`src/rtl/bii_pkg.sv`:
```
package bii_pkg;

  localparam int unsigned CFG_W      = 16;
  localparam int unsigned LEN_W      = 2;
  localparam int unsigned LEN_LSB    = 0;
  localparam int unsigned MODE_LSB   = 2;
  localparam int unsigned WBUF_BIT   = 8;

  typedef enum logic [1:0] {
    POL_OFF       = 2'b00,
    POL_AREA_SAT  = 2'b01,
    POL_PLUS_WAR  = 2'b10,
    POL_PLUS_RAW  = 2'b11
  } policy_e;

  typedef enum logic [1:0] {
    SEQ_RUN  = 2'b00,
    SEQ_IDLE = 2'b01,
    SEQ_GO   = 2'b10
  } seq_state_e;

endpackage

```
`src/rtl/bii_cfg_reg.sv`:
```
module bii_cfg_reg
  import bii_pkg::*;
#(
  parameter int unsigned W = CFG_W
) (
  input  logic         clk,
  input  logic         rst_n,
  input  logic         we,
  input  logic [W-1:0] wdata,
  output logic [W-1:0] q
);

  logic [W-1:0] q_d;

  always_comb begin
    q_d = q;
    if (we) q_d = wdata;
  end

  always_ff @(posedge clk or negedge rst_n) begin
    if (!rst_n) q <= '0;
    else        q <= q_d;
  end

  AST_CFG_HOLD: assert property (@(posedge clk) disable iff (!rst_n)
    !we |=> $stable(q));

endmodule

```
`src/rtl/bii_history.sv`:
```
module bii_history #(
  parameter int unsigned AREA_W = 3
) (
  input  logic              clk,
  input  logic              rst_n,
  input  logic              start,
  input  logic [AREA_W-1:0] cur_area,
  input  logic              cur_write,
  input  logic              cur_sat,
  output logic              prev_valid,
  output logic [AREA_W-1:0] prev_area,
  output logic              prev_write,
  output logic              prev_sat
);

  logic              valid_d;
  logic [AREA_W-1:0] area_d;
  logic              write_d;
  logic              sat_d;

  always_comb begin
    valid_d = prev_valid;
    area_d  = prev_area;
    write_d = prev_write;
    sat_d   = prev_sat;
    if (start) begin
      valid_d = 1'b1;
      area_d  = cur_area;
      write_d = cur_write;
      sat_d   = cur_sat;
    end
  end

  always_ff @(posedge clk or negedge rst_n) begin
    if (!rst_n) begin
      prev_valid <= 1'b0;
      prev_area  <= '0;
      prev_write <= 1'b0;
      prev_sat   <= 1'b0;
    end else begin
      prev_valid <= valid_d;
      prev_area  <= area_d;
      prev_write <= write_d;
      prev_sat   <= sat_d;
    end
  end

  AST_RECORD_ONLY_ON_START: assert property (@(posedge clk) disable iff (!rst_n)
    !start |=> ($stable(prev_area) && $stable(prev_write) && $stable(prev_sat) && $stable(prev_valid)));

endmodule

```
`src/rtl/bii_policy.sv`:
```
module bii_policy
  import bii_pkg::*;
#(
  parameter int unsigned AREA_W = 3
) (
  input  policy_e           mode,
  input  logic              prev_valid,
  input  logic [AREA_W-1:0] prev_area,
  input  logic              prev_write,
  input  logic              prev_sat,
  input  logic [AREA_W-1:0] cur_area,
  input  logic              cur_write,
  output logic              need_idle
);

  logic area_change;
  logic after_sat;
  logic wr_after_rd;
  logic rd_after_wr;
  logic hit;

  always_comb begin
    area_change = !prev_write && !cur_write && (prev_area != cur_area);
    after_sat   = prev_sat;
    wr_after_rd = !prev_write && cur_write;
    rd_after_wr = prev_write && !cur_write;
    unique case (mode)
      POL_OFF:      hit = 1'b0;
      POL_AREA_SAT: hit = area_change || after_sat;
      POL_PLUS_WAR: hit = area_change || after_sat || wr_after_rd;
      POL_PLUS_RAW: hit = area_change || after_sat || wr_after_rd || rd_after_wr;
      default:      hit = 1'b0;
    endcase
    need_idle = prev_valid && hit;
  end

endmodule

```
`src/rtl/bii_sequencer.sv`:
```
module bii_sequencer
  import bii_pkg::*;
#(
  parameter int unsigned CNT_W = LEN_W
) (
  input  logic             clk,
  input  logic             rst_n,
  input  logic             req,
  input  logic             need_idle,
  input  logic             prev_valid,
  input  logic [CNT_W-1:0] len_code,
  output logic             gnt,
  output logic             ready,
  output logic             idling
);

  seq_state_e       state_q, state_d;
  logic [CNT_W-1:0] cnt_q, cnt_d;

  always_comb begin
    state_d = state_q;
    cnt_d   = cnt_q;
    gnt     = 1'b0;
    idling  = 1'b0;
    ready   = (state_q == SEQ_RUN);
    unique case (state_q)
      SEQ_RUN: begin
        if (req) begin
          if (need_idle) begin
            idling = 1'b1;
            cnt_d  = len_code;
            state_d = (len_code == '0) ? SEQ_GO : SEQ_IDLE;
          end else begin
            gnt = 1'b1;
          end
        end
      end
      SEQ_IDLE: begin
        idling = 1'b1;
        cnt_d  = cnt_q - 1'b1;
        if (cnt_q == {{(CNT_W-1){1'b0}}, 1'b1}) state_d = SEQ_GO;
      end
      SEQ_GO: begin
        gnt     = req;
        state_d = SEQ_RUN;
      end
      default: state_d = SEQ_RUN;
    endcase
  end

  always_ff @(posedge clk or negedge rst_n) begin
    if (!rst_n) begin
      state_q <= SEQ_RUN;
      cnt_q   <= '0;
    end else begin
      state_q <= state_d;
      cnt_q   <= cnt_d;
    end
  end

  AST_NO_GNT_WHILE_IDLE: assert property (@(posedge clk) disable iff (!rst_n)
    (state_q == SEQ_IDLE) |-> !gnt);

  AST_IDLE_CNT_NONZERO: assert property (@(posedge clk) disable iff (!rst_n)
    (state_q == SEQ_IDLE) |-> (cnt_q != '0));

  AST_IDLE_CNT_STEP: assert property (@(posedge clk) disable iff (!rst_n)
    (state_q == SEQ_IDLE) |=> (cnt_q == $past(cnt_q) - 1'b1));

  AST_FIRST_ACCESS_NO_IDLE: assert property (@(posedge clk) disable iff (!rst_n)
    ((state_q == SEQ_RUN) && req && !prev_valid) |-> gnt);

  AST_GNT_NEEDS_REQ: assert property (@(posedge clk) disable iff (!rst_n)
    gnt |-> req);

endmodule

```
`src/rtl/bus_idle_inserter.sv`:
```
module bus_idle_inserter
  import bii_pkg::*;
#(
  parameter int unsigned AREA_W = 3
) (
  input  logic              clk,
  input  logic              rst_n,
  input  logic              req,
  input  logic [AREA_W-1:0] req_area,
  input  logic              req_write,
  input  logic              req_sat,
  output logic              gnt,
  output logic              acc_start,
  input  logic              cfg_we,
  input  logic [CFG_W-1:0]  cfg_wdata,
  output logic [CFG_W-1:0]  cfg_rdata,
  output logic              wbuf_en
);

  localparam int unsigned SYNC_STAGES = 2;

  logic [SYNC_STAGES-1:0] rst_sync_q;
  logic                   core_rst_n;

  always_ff @(posedge clk or negedge rst_n) begin
    if (!rst_n) rst_sync_q <= '0;
    else        rst_sync_q <= {rst_sync_q[SYNC_STAGES-2:0], 1'b1};
  end
  assign core_rst_n = rst_sync_q[SYNC_STAGES-1];

  logic [CFG_W-1:0]  cfg_q;
  policy_e           mode;
  logic [LEN_W-1:0]  len_code;
  logic              prev_valid;
  logic [AREA_W-1:0] prev_area;
  logic              prev_write;
  logic              prev_sat;
  logic              need_idle;
  logic              seq_gnt;
  logic              seq_ready;
  logic              seq_idling;

  bii_cfg_reg #(.W(CFG_W)) u_cfg (
    .clk   (clk),
    .rst_n (core_rst_n),
    .we    (cfg_we),
    .wdata (cfg_wdata),
    .q     (cfg_q)
  );

  assign mode      = policy_e'(cfg_q[MODE_LSB +: 2]);
  assign len_code  = cfg_q[LEN_LSB +: LEN_W];
  assign wbuf_en   = cfg_q[WBUF_BIT];
  assign cfg_rdata = cfg_q;

  bii_history #(.AREA_W(AREA_W)) u_hist (
    .clk        (clk),
    .rst_n      (core_rst_n),
    .start      (seq_gnt),
    .cur_area   (req_area),
    .cur_write  (req_write),
    .cur_sat    (req_sat),
    .prev_valid (prev_valid),
    .prev_area  (prev_area),
    .prev_write (prev_write),
    .prev_sat   (prev_sat)
  );

  bii_policy #(.AREA_W(AREA_W)) u_pol (
    .mode       (mode),
    .prev_valid (prev_valid),
    .prev_area  (prev_area),
    .prev_write (prev_write),
    .prev_sat   (prev_sat),
    .cur_area   (req_area),
    .cur_write  (req_write),
    .need_idle  (need_idle)
  );

  bii_sequencer #(.CNT_W(LEN_W)) u_seq (
    .clk        (clk),
    .rst_n      (core_rst_n),
    .req        (req),
    .need_idle  (need_idle),
    .prev_valid (prev_valid),
    .len_code   (len_code),
    .gnt        (seq_gnt),
    .ready      (seq_ready),
    .idling     (seq_idling)
  );

  assign gnt       = seq_gnt;
  assign acc_start = seq_gnt;

  AST_MODE_OFF_NO_IDLE: assert property (@(posedge clk) disable iff (!core_rst_n)
    ((mode == POL_OFF) && req && seq_ready) |-> gnt);

  AST_IDLE_BLOCKS_START: assert property (@(posedge clk) disable iff (!core_rst_n)
    seq_idling |-> !acc_start);

  AST_WBUF_TRACKS_CFG: assert property (@(posedge clk) disable iff (!core_rst_n)
    (cfg_we && cfg_wdata[WBUF_BIT]) |=> wbuf_en);

endmodule

```
`config.mk`:
```
export PLATFORM = sky130hd
export DESIGN_NAME = bus_idle_inserter
export DESIGN_NICKNAME = d
export VERILOG_FILES = /design/src/rtl/bii_pkg.sv /design/src/rtl/bii_cfg_reg.sv /design/src/rtl/bii_history.sv /design/src/rtl/bii_policy.sv /design/src/rtl/bii_sequencer.sv /design/src/rtl/bus_idle_inserter.sv
export SDC_FILE = /design/constraint.sdc
export NUM_CORES = 1
export LEC_CHECK = 0
export ABC_AREA = 0
export BUFFER_PORTS_ARGS = -buffer_cell sky130_fd_sc_hd__clkbuf_2
export CORE_MARGIN = 5
export CORE_UTILIZATION = 52
export DETAILED_ROUTE_END_ITERATION = 10
export GPL_ROUTABILITY_DRIVEN = 0
export PLACE_DENSITY = 0.81
export REMOVE_ABC_BUFFERS = 1
export SLEW_MARGIN = 5
export SYNTH_ARGS = -nofsm -noshare
export SYNTH_HDL_FRONTEND = slang
export SYNTH_SLANG_ARGS = --single-unit
export TNS_END_PERCENT = 5
```
`constraint.sdc`:
```
create_clock -name clk -period 2.6 [get_ports clk]
set_input_delay 0.26 -clock clk [delete_from_list [all_inputs] [get_ports clk]]
set_output_delay 0.26 -clock clk [all_outputs]
set_load 0.05 [all_outputs]
```
Yosys cells after proc, flatten, opt, wreduce, memory -nomap -nowiden
Index checks and enable logic that the tools add are counted.
{"block": "word_totals", "ff_bits": 28, "input_bits": 25, "out_inout_bits": 19, "word_cells": 47}
{"block": "classes", "n_addsub": 1, "n_eq_ne": 10, "mux": 12, "reduce_logical": 16}
{"operator": "2-bit 2-to-1 mux", "n": 6}
{"operator": "2-bit one-hot mux with 2 select lines", "n": 2}
{"operator": "2-bit by 1-bit == test with 1-bit output (second input constant)", "n": 3}
{"operator": "2-bit == test (second input constant)", "n": 3}
{"operator": "2-bit zero test", "n": 3}
{"operator": "3-bit AND reduction", "n": 2}
{"operator": "1-bit logical AND", "n": 5}
{"operator": "2-bit inequality test (second input constant)", "n": 2}
{"operator": "1-bit one-hot mux with 4 select lines", "n": 1}
{"operator": "1-bit logical OR", "n": 3}
{"operator": "3-bit inequality test", "n": 1}
{"operator": "1-bit zero test", "n": 2}
{"operator": "1-bit 2-to-1 mux", "n": 2}
{"operator": "2-bit by 1-bit inequality test with 1-bit output (second input constant)", "n": 1}
{"operator": "1-bit one-hot mux with 2 select lines", "n": 1}
{"operator": "2-bit nonzero test", "n": 1}
{"operator": "2-bit by 1-bit subtractor with 2-bit output (second input constant)", "n": 1}

Longest topological paths before layout
Gate-level depths: netlist of run 1.
{"block": "depth", "ltp_word": 11, "ltp_mapped": 6}

Cells and area by module
From an unflattened synthesis of run 1, not the netlist that was laid out.
{"block": "unflattened", "cells_unflattened": 83, "area_unflattened_um2": 1231.2}
{"module": "bii_cfg_reg", "n_inst": 1, "cells_each": 34, "area_each_um2": 649.4}
{"module": "bii_sequencer", "n_inst": 1, "cells_each": 21, "area_each_um2": 222.7}
{"module": "bii_history", "n_inst": 1, "cells_each": 12, "area_each_um2": 212.7}
{"module": "bii_policy", "n_inst": 1, "cells_each": 11, "area_each_um2": 77.6}
{"module": "bus_idle_inserter", "n_inst": 1, "cells_each": 5, "area_each_um2": 68.8}

Least setup slack after synthesis of run 1
No wires, ideal clock.
{"block": "synth_path", "path_kind": "reg2out", "from": "register u_cfg.q[2]", "to": "output gnt", "arrival_time_ps": 2005, "setup_slack_ps": 335, "stages_incl_launch_ff": 7, "n_path_buf": 1, "path_cell_list": "dfrtp_1 -> nand3b_1 -> nand3_1 -> o21ai_1 -> o31ai_4 -> inv_1 -> buf_4"}
{"block": "synth_via", "elab_chain_cells": 6, "word_cells_on_any_way": 9, "cone_classes": "eq/ne (3); mux (4); reduce/logical (2)"}
{"element": "start, declared", "line_no": "bii_cfg_reg.sv:10", "source": "output logic [W-1:0] q"}
{"element": "start signal, assigned", "line_no": "bii_cfg_reg.sv:22", "source": "else q <= q_d;"}
{"element": "2-bit == test, or another cell as far along", "line_no": "bii_policy.sv:27", "source": "unique case (mode)"}
{"element": "1-bit one-hot mux with 4 select lines *", "line_no": "bii_policy.sv:27"}
{"element": "1-bit logical AND *", "line_no": "bii_policy.sv:34", "source": "need_idle = prev_valid && hit;"}
{"element": "1-bit 2-to-1 mux *", "line_no": "bii_sequencer.sv:29", "source": "if (need_idle) begin"}
{"element": "1-bit 2-to-1 mux *", "line_no": "bii_sequencer.sv:28", "source": "if (req) begin"}
{"element": "1-bit one-hot mux with 2 select lines *", "line_no": "bii_sequencer.sv:26", "source": "unique case (state_q)"}
{"element": "end, declared", "line_no": "bus_idle_inserter.sv:12", "source": "output logic gnt,"}
Every way passes the cells marked *; elsewhere a longest branch is shown, timed or not.

Final worst setup path of run 1
{"block": "layout_path", "from": "register u_hist.prev_area[0]", "to": "output acc_start"}
{"block": "layout_via", "elab_chain_cells": 10}
{"element": "start, declared", "line_no": "bii_history.sv:11", "source": "output logic [AREA_W-1:0] prev_area,"}
{"element": "start signal, assigned", "line_no": "bii_history.sv:42", "source": "prev_area <= area_d;"}
{"element": "3-bit inequality test *", "line_no": "bii_policy.sv:23", "source": "area_change = !prev_write && !cur_write && (prev_area != cur_area);"}
{"element": "1-bit logical AND *", "line_no": "bii_policy.sv:23"}
{"element": "1-bit logical OR *", "line_no": "bii_policy.sv:29, bii_policy.sv:30, bii_policy.sv:31"}
{"element": "1-bit logical OR", "line_no": "bii_policy.sv:30, bii_policy.sv:31"}
{"element": "1-bit logical OR", "line_no": "bii_policy.sv:31", "source": "POL_PLUS_RAW: hit = area_change || after_sat || wr_after_rd || rd_after_wr;"}
{"element": "1-bit one-hot mux with 4 select lines *", "line_no": "bii_policy.sv:27"}
{"element": "1-bit logical AND *", "line_no": "bii_policy.sv:34"}
{"element": "1-bit 2-to-1 mux *", "line_no": "bii_sequencer.sv:29"}
{"element": "1-bit 2-to-1 mux *", "line_no": "bii_sequencer.sv:28"}
{"element": "1-bit one-hot mux with 2 select lines *", "line_no": "bii_sequencer.sv:26"}
{"element": "end, declared", "line_no": "bus_idle_inserter.sv:13", "source": "output logic acc_start,"}
Marks and branches as above.

==> flow_summary.yaml, run 1 <==
clocking:
  cts_setup_buffers: 0
  cts-hold-fix-buffers: 1
  cts_sinks: 28
  cts_tree: "yes"
  cts_resized: 0
  cts_buffers: 3
  htree_levels: 1
  cts_buffer_depth: 2
  clk_latency_ns: 0.33
  clk_pin_slew_ns: 0.15
  cts-root-buf: "clkbuf_4"
floorplanning:
  core_um2: 2255
  ios: 44
  fp.dieArea_um2: 3511
  die_x_um: 59.25
  die_h_um: 59.25
  rows: 17
  initial_utilization_pct: 55.94
setup_path:
  crit_fanout: 6
  rrSetupSlack_ns: 0.71
  path_cells: "xor2_1, o41a_1, a21oi_4, o31ai_4, inv_1, clkbuf_2"
  rr_worst_depth: 5
  cp_slowest_cell: "o41a_1"
  crit_path_start: "u_hist.prev_area[0]$_DFFE_PN0P_"
  critPathRequiredTime_ns: 2.34
  crit_arrival_ns: 2.17
  path_class: "register to output port"
  cpPeakStageDelay_ns: 0.48
  r2r_start: "u_hist.prev_area[0]$_DFFE_PN0P_"
  startpoint_type: "register"
  timing.rr.end: "u_hist.prev_area[1]$_DFFE_PN0P_"
  endpoint_kind: "output port"
  critPathCapture: "acc_start"
synth:
  synth.most_common_cell: "dfrtp_1"
  ys_warn_count: 0
  avgSynthCellArea_um2: 13.42
  synth_top_cell_by_area: "dfrtp_1"
  synthTopCellsByCount: "dfrtp_1, mux2_2, mux2_4"
  yosysTopAreaCellShare_pct: 55.56
  syn-cell-area_um2: 1261
  ys_types: 28
  ys_seq_area_share_pct: 55.56
  synth-async-reset-ratio_pct: 100.0
  ys_dominant_reg_cell: "dfrtp_1"
  synth_seq_cells: 28
  synth_edf_count: 0
  synth.area.top_cells: "dfrtp_1, mux2_2, mux2_4"
  syn-instance-count: 94
final_layout:
  nets: 163
  regArea_um2: 700.7
  final_util_pct: 68.31
  synthToLayoutAreaGrowth_pct: 22.12
  drive_above_1_share_pct: 52.94
  multi_input_area_um2: 515.5
  n_antenna_cell: 0
  stdcell_area_um2: 1540
  fillers: 185
sta:
  slew_headroom_pct: 33.10
  layout_setup_ws_ns: 0.1747
  skew_ns: 0.002703
  setup_tns_ns: 0
  min_period_over_period_pct: 93.28
  maxSlewViolCount: 0
  setup_violations: 0
  rsz0062_at_grt: "no"
  worst_slew_pin_slew_ns: 1.004
  final_hold_viol_count: 0
  clock.fmax_mhz: 412.3
  period_minus_slack_ns: 2.425
placement:
  place_ws_ns: 0.5391
  placed_area_um2: 1478
  io_buffers: 43
  hpwl_mm: 1.869
pwr:
  leakage_nw: 0.7535
  pwr_density_cell_nw_per_um2: 938.2
  totalPowerFinal_mw: 1.445
  vdd_drop_max_v: 0.0005241
detailed_routing:
  drc: 0
  drt_pass1_iterations: 4
  vias_per_cell: 5.287
  vias: 867
  postRouteAntennaNets: 0
  wl_per_cell_um: 15.13
  drt_wl_total_mm: 2.482
  drt_iter0_drc: 22
run:
  drv_cap: 0
min_path:
  hold_path_class: "input port to register"
status:
  status: "completed"
global_route:
  grt_pass1_wl_mm: 4.098
  track_usage_pct: 15.14
  overflow: 0
  antenna_found_initial: 0
  grt_max_degree: 27
  grt_pass1_vias: 983
-- report_power, final --
group / internal [mW] / switching [mW] / leakage, nW
registers: 0.530 / 0.102 / 0.328
clock network: 0.156 / 0.128 / 0.0279
logic: 0.227 / 0.301 / 0.397
-- worst min path at each step --
stage | from | to | slack [ns] | cells after the start
floorplan | rst_n | rst_sync_q[0]$_DFF_PN0_ | -0.04 | 0
global placement | rst_n | rst_sync_q[0]$_DFF_PN0_ | 0.05 | 1
detailed placement | rst_n | rst_sync_q[1]$_DFF_PN0_ | 0.05 | 1
CTS | cfg_wdata[3] | u_cfg.q[3]$_DFFE_PN0P_ | 0.15 | 2
global route | cfg_wdata[4] | u_cfg.q[4]$_DFFE_PN0P_ | 0.14 | 2
finish | cfg_wdata[12] | u_cfg.q[12]$_DFFE_PN0P_ | 0.15 | 2
-- critical path, delay by kind of cell (launching register included) --
family	cells	cell delay, ns
flip-flops	1	0.42
XOR/XNOR	1	0.15
buffers and inverters	2	0.37
AO/OA/AOI/OAI	3	0.89
-- layer usage --
layer	GRT usage [%]	vias up	part of all wire [%]
li1	-	412	-
met1	17.06	416	41
met2	27.61	32	51
met3	2.397	7	5.6
met4	6.796	0	2.4
met5	0	-	0
-- stage by stage --
step	instances	hold WS, ns
after floorplan	88	-0.03559
after global routing	164	0.1400
after detailed placement	159	0.04614
after global placement	159	0.04668
after CTS	164	0.1468
final	164	0.1475
-- cell families after synthesis --
kind of cell             count (synthesis)  share of synthesized area [%]
other                                    1                         0.2973
flip-flops                              28                          55.56
AND/OR/NAND/NOR                         19                          8.432
AO/OA/AOI/OAI                           12                          8.830
adder cells (fa/ha/maj)                  1                         0.9919
buffers and inverters                    9                          3.571
multiplexers                            21                          20.24
XOR/XNOR                                 3                          2.084
-- final cells by class --
| class | instances | area share [%] |
|---|---|---|
| tap | 28 | 2.275 |
| timing repair buffer | 44 | 14.62 |
| inverter | 3 | 0.7311 |
| sequential | 28 | 45.49 |
| clock buffer | 3 | 1.462 |
| multi-input combinational | 57 | 33.47 |
| clock inverter | 1 | 1.950 |
-- flip-flops by register name, summed over array words and instances, names as in the netlist --
| signal | flops |
|---|---|
| u_seq.state_q | 2 |
| u_hist.prev_area | 3 |
| u_hist.prev_write | 1 |
| u_cfg.q | 16 |
| u_hist.prev_valid | 1 |
| u_seq.cnt_q | 2 |
| rst_sync_q | 2 |
| u_hist.prev_sat | 1 |
-- placed cells by master (no fill, tap or decap), drive strengths merged --
cell / synthesis / final
a21oi: 5 / 5
and2b: 1 / 1
bufinv: 0 / 1
clkbuf: 3 / 46
conb: 1 / 1
dfrtp: 28 / 28
dlygate4sd3: 0 / 1
ha: 1 / 1
inv: 3 / 3
mux2: 21 / 21
nand2: 4 / 4
nand2b: 2 / 2
nand3: 1 / 1
nand3b: 1 / 1
nor2: 4 / 4
nor3b: 1 / 1
o211ai: 1 / 1
o21ai: 1 / 1
o21bai: 1 / 1
o311ai: 2 / 2
o31ai: 1 / 1
o41a: 1 / 1
or2: 1 / 1
or3: 2 / 2
or4: 1 / 1
or4b: 1 / 1
xor2: 3 / 3
No activity file was read; power rests on OpenSTA's default activity.
==> run 2: changes to the inputs <==
CORE_MARGIN = 2   (was 5)
==> run 2 against run 1 <==
- non-clock buffer count unchanged
- combinational power decreased by 0.9%
- register-to-register slack about the same
- core utilization unchanged
- sequential cell count unchanged
- global-route usage increased by 4.1 points
- critical path type unchanged
- largest power group unchanged
==> flow_summary.yaml, run 2 (synthesis gave the netlist of run 1 again) <==
final_layout:
  multi_input_area_um2: 515.5
  instances_no_fill: 164
  largest_register_ffs: 16
  synthToLayoutAreaGrowth_pct: 22.12
  drive_above_1_share_pct: 52.94
  mostFrequentLayoutCells: "clkbuf_2, dfrtp_1, mux2_2"
  regArea_um2: 700.7
  reg_top3: "u_cfg.q (16), u_hist.prev_area (3)"
  n_antenna_cell: 0
  fillers: 164
  layout_commonest_cell: "clkbuf_2"
  regMostFlops: "u_cfg.q"
  nets: 163
clocking:
  clk_pin_slew_ns: 0.15
  cts_buffers: 3
  cts_setup_buffers: 0
  cts-hold-fix-buffers: 1
  cts_buffer_depth: 2
  cts-root-buf: "clkbuf_4"
  clk_latency_ns: 0.32
  cts_tree: "yes"
  cts_resized: 0
  htree_levels: 1
  cts_sinks: 28
floorplanning:
  fp.dieArea_um2: 2836
  die_x_um: 53.25
  rows: 17
  initial_utilization_pct: 55.94
  core_um2: 2255
  die_h_um: 53.25
  ios: 44
detailed_routing:
  drt_wl_total_mm: 2.305
  drt_iter0_drc: 7
  wl_per_cell_um: 14.05
  vias_per_cell: 5.299
  drt_pass1_iterations: 4
  drc: 0
  vias: 869
  postRouteAntennaNets: 0
global_route:
  track_usage_pct: 19.20
  antenna_found_initial: 0
  overflow: 0
  grt_max_degree: 27
  grt_pass1_wl_mm: 3.864
  grt_pass1_vias: 912
run:
  drv_cap: 0
pwr:
  share_seq_of_total_power_pct: 43.8
  p_sw_mw: 0.5247
  leakage_nw: 0.7535
  combPwrFrac_pct: 36.3
  vdd_drop_max_v: 0.0005049
  p_sw_share_pct: 36.48
  clock_power_share_pct: 19.8
  pwr_density_cell_nw_per_um2: 933.9
  p_int_mw: 0.9137
sta:
  slew_headroom_pct: 33.73
  skew_ns: 0.001917
  period_minus_slack_ns: 2.407
  min_period_over_period_pct: 92.57
  setup_violations: 0
  maxSlewViolCount: 0
  clock.fmax_mhz: 415.5
  rsz0062_at_grt: "no"
  final_hold_viol_count: 0
  worst_slew_pin_slew_ns: 0.9940
  setup_tns_ns: 0
setup_path:
  path_class: "register to output port"
  critPathRequiredTime_ns: 2.34
  crit_fanout: 6
  startpoint_type: "register"
  endpoint_kind: "output port"
  crit_arrival_ns: 2.15
status:
  status: "completed"
placement:
  hpwl_mm: 1.734
  placedCellCount: 159
  io_buffers: 43
min_path:
  hold_path_class: "input port to register"
==> run 2: cell counts in the layout (fill, tap and decap cells not counted) <==
No cell type changed its count.
==> run 2: final timing paths <==
path / startpoint / slack (ns) / endpoint / depth (start not counted)
max: u_hist.prev_area[0]$_DFFE_PN0P_ / 0.19 / acc_start / 6
min reg2reg: rst_sync_q[0]$_DFF_PN0_ / 0.38 / rst_sync_q[1]$_DFF_PN0_ / 0
min in group asynchronous: rst_n / 0.22 / rst_sync_q[0]$_DFF_PN0_ / 2
max reg2reg: u_hist.prev_area[0]$_DFFE_PN0P_ / 0.72 / u_hist.prev_area[1]$_DFFE_PN0P_ / 5
max in group asynchronous: rst_sync_q[1]$_DFF_PN0_ / 1.58 / u_hist.prev_area[1]$_DFFE_PN0P_ / 0
min: cfg_wdata[7] / 0.15 / u_cfg.q[7]$_DFFE_PN0P_ / 2
==> run 2: routing by layer <==
metal | track usage, % | wire, um | up-vias
met5 | 0 | 0 | -
met4 | 8.547 | 19 | 0
met3 | 2.825 | 138 | 2
met2 | 34.16 | 1238 | 28
met1 | 22.62 | 908 | 428
li1 | - | - | 411
==> run 2: metrics by stage <==
stage	hold WS, ns	cell area [um^2]	setup slack (ns)	total power, mW	util (%)
final	0.1510	1540	0.1932	1.438	68.31
after CTS	0.1525	1540	0.1805	1.444	68.31
after global routing	0.1457	1540	0.07098	1.513	68.31
after detailed placement	0.04615	1478	0.5704	1.160	65.54
after floorplan	-0.03559	1227	0.3849	1.037	-
after global placement	0.04663	1478	0.6082	1.139	65.54
==> run 2: cell type report <==
class / count / area share, %
clock buffers: 3 / 1.462
clock inverters: 1 / 1.950
inverters: 3 / 0.7311
multi-input cells: 57 / 33.47
flip-flops and latches: 28 / 45.49
well taps: 28 / 2.275
repair buffers: 44 / 14.62
==> run 2: worst max-delay path, stage by stage, from the launching register on <==
cell      delay [ns]
dfrtp_1         0.42
xor2_1          0.15
o41a_1          0.48
a21oi_4         0.26
o31ai_4         0.15
inv_1           0.10
clkbuf_2        0.27
==> run 2: power groups by stage <==
stage	registers [mW]	logic, mW	clock network (mW)
final	0.631	0.523	0.285
after global routing	0.645	0.562	0.306
after CTS	0.631	0.526	0.287
after detailed placement	0.640	0.520	0
after global placement	0.632	0.507	0
after floorplan	0.710	0.326	0
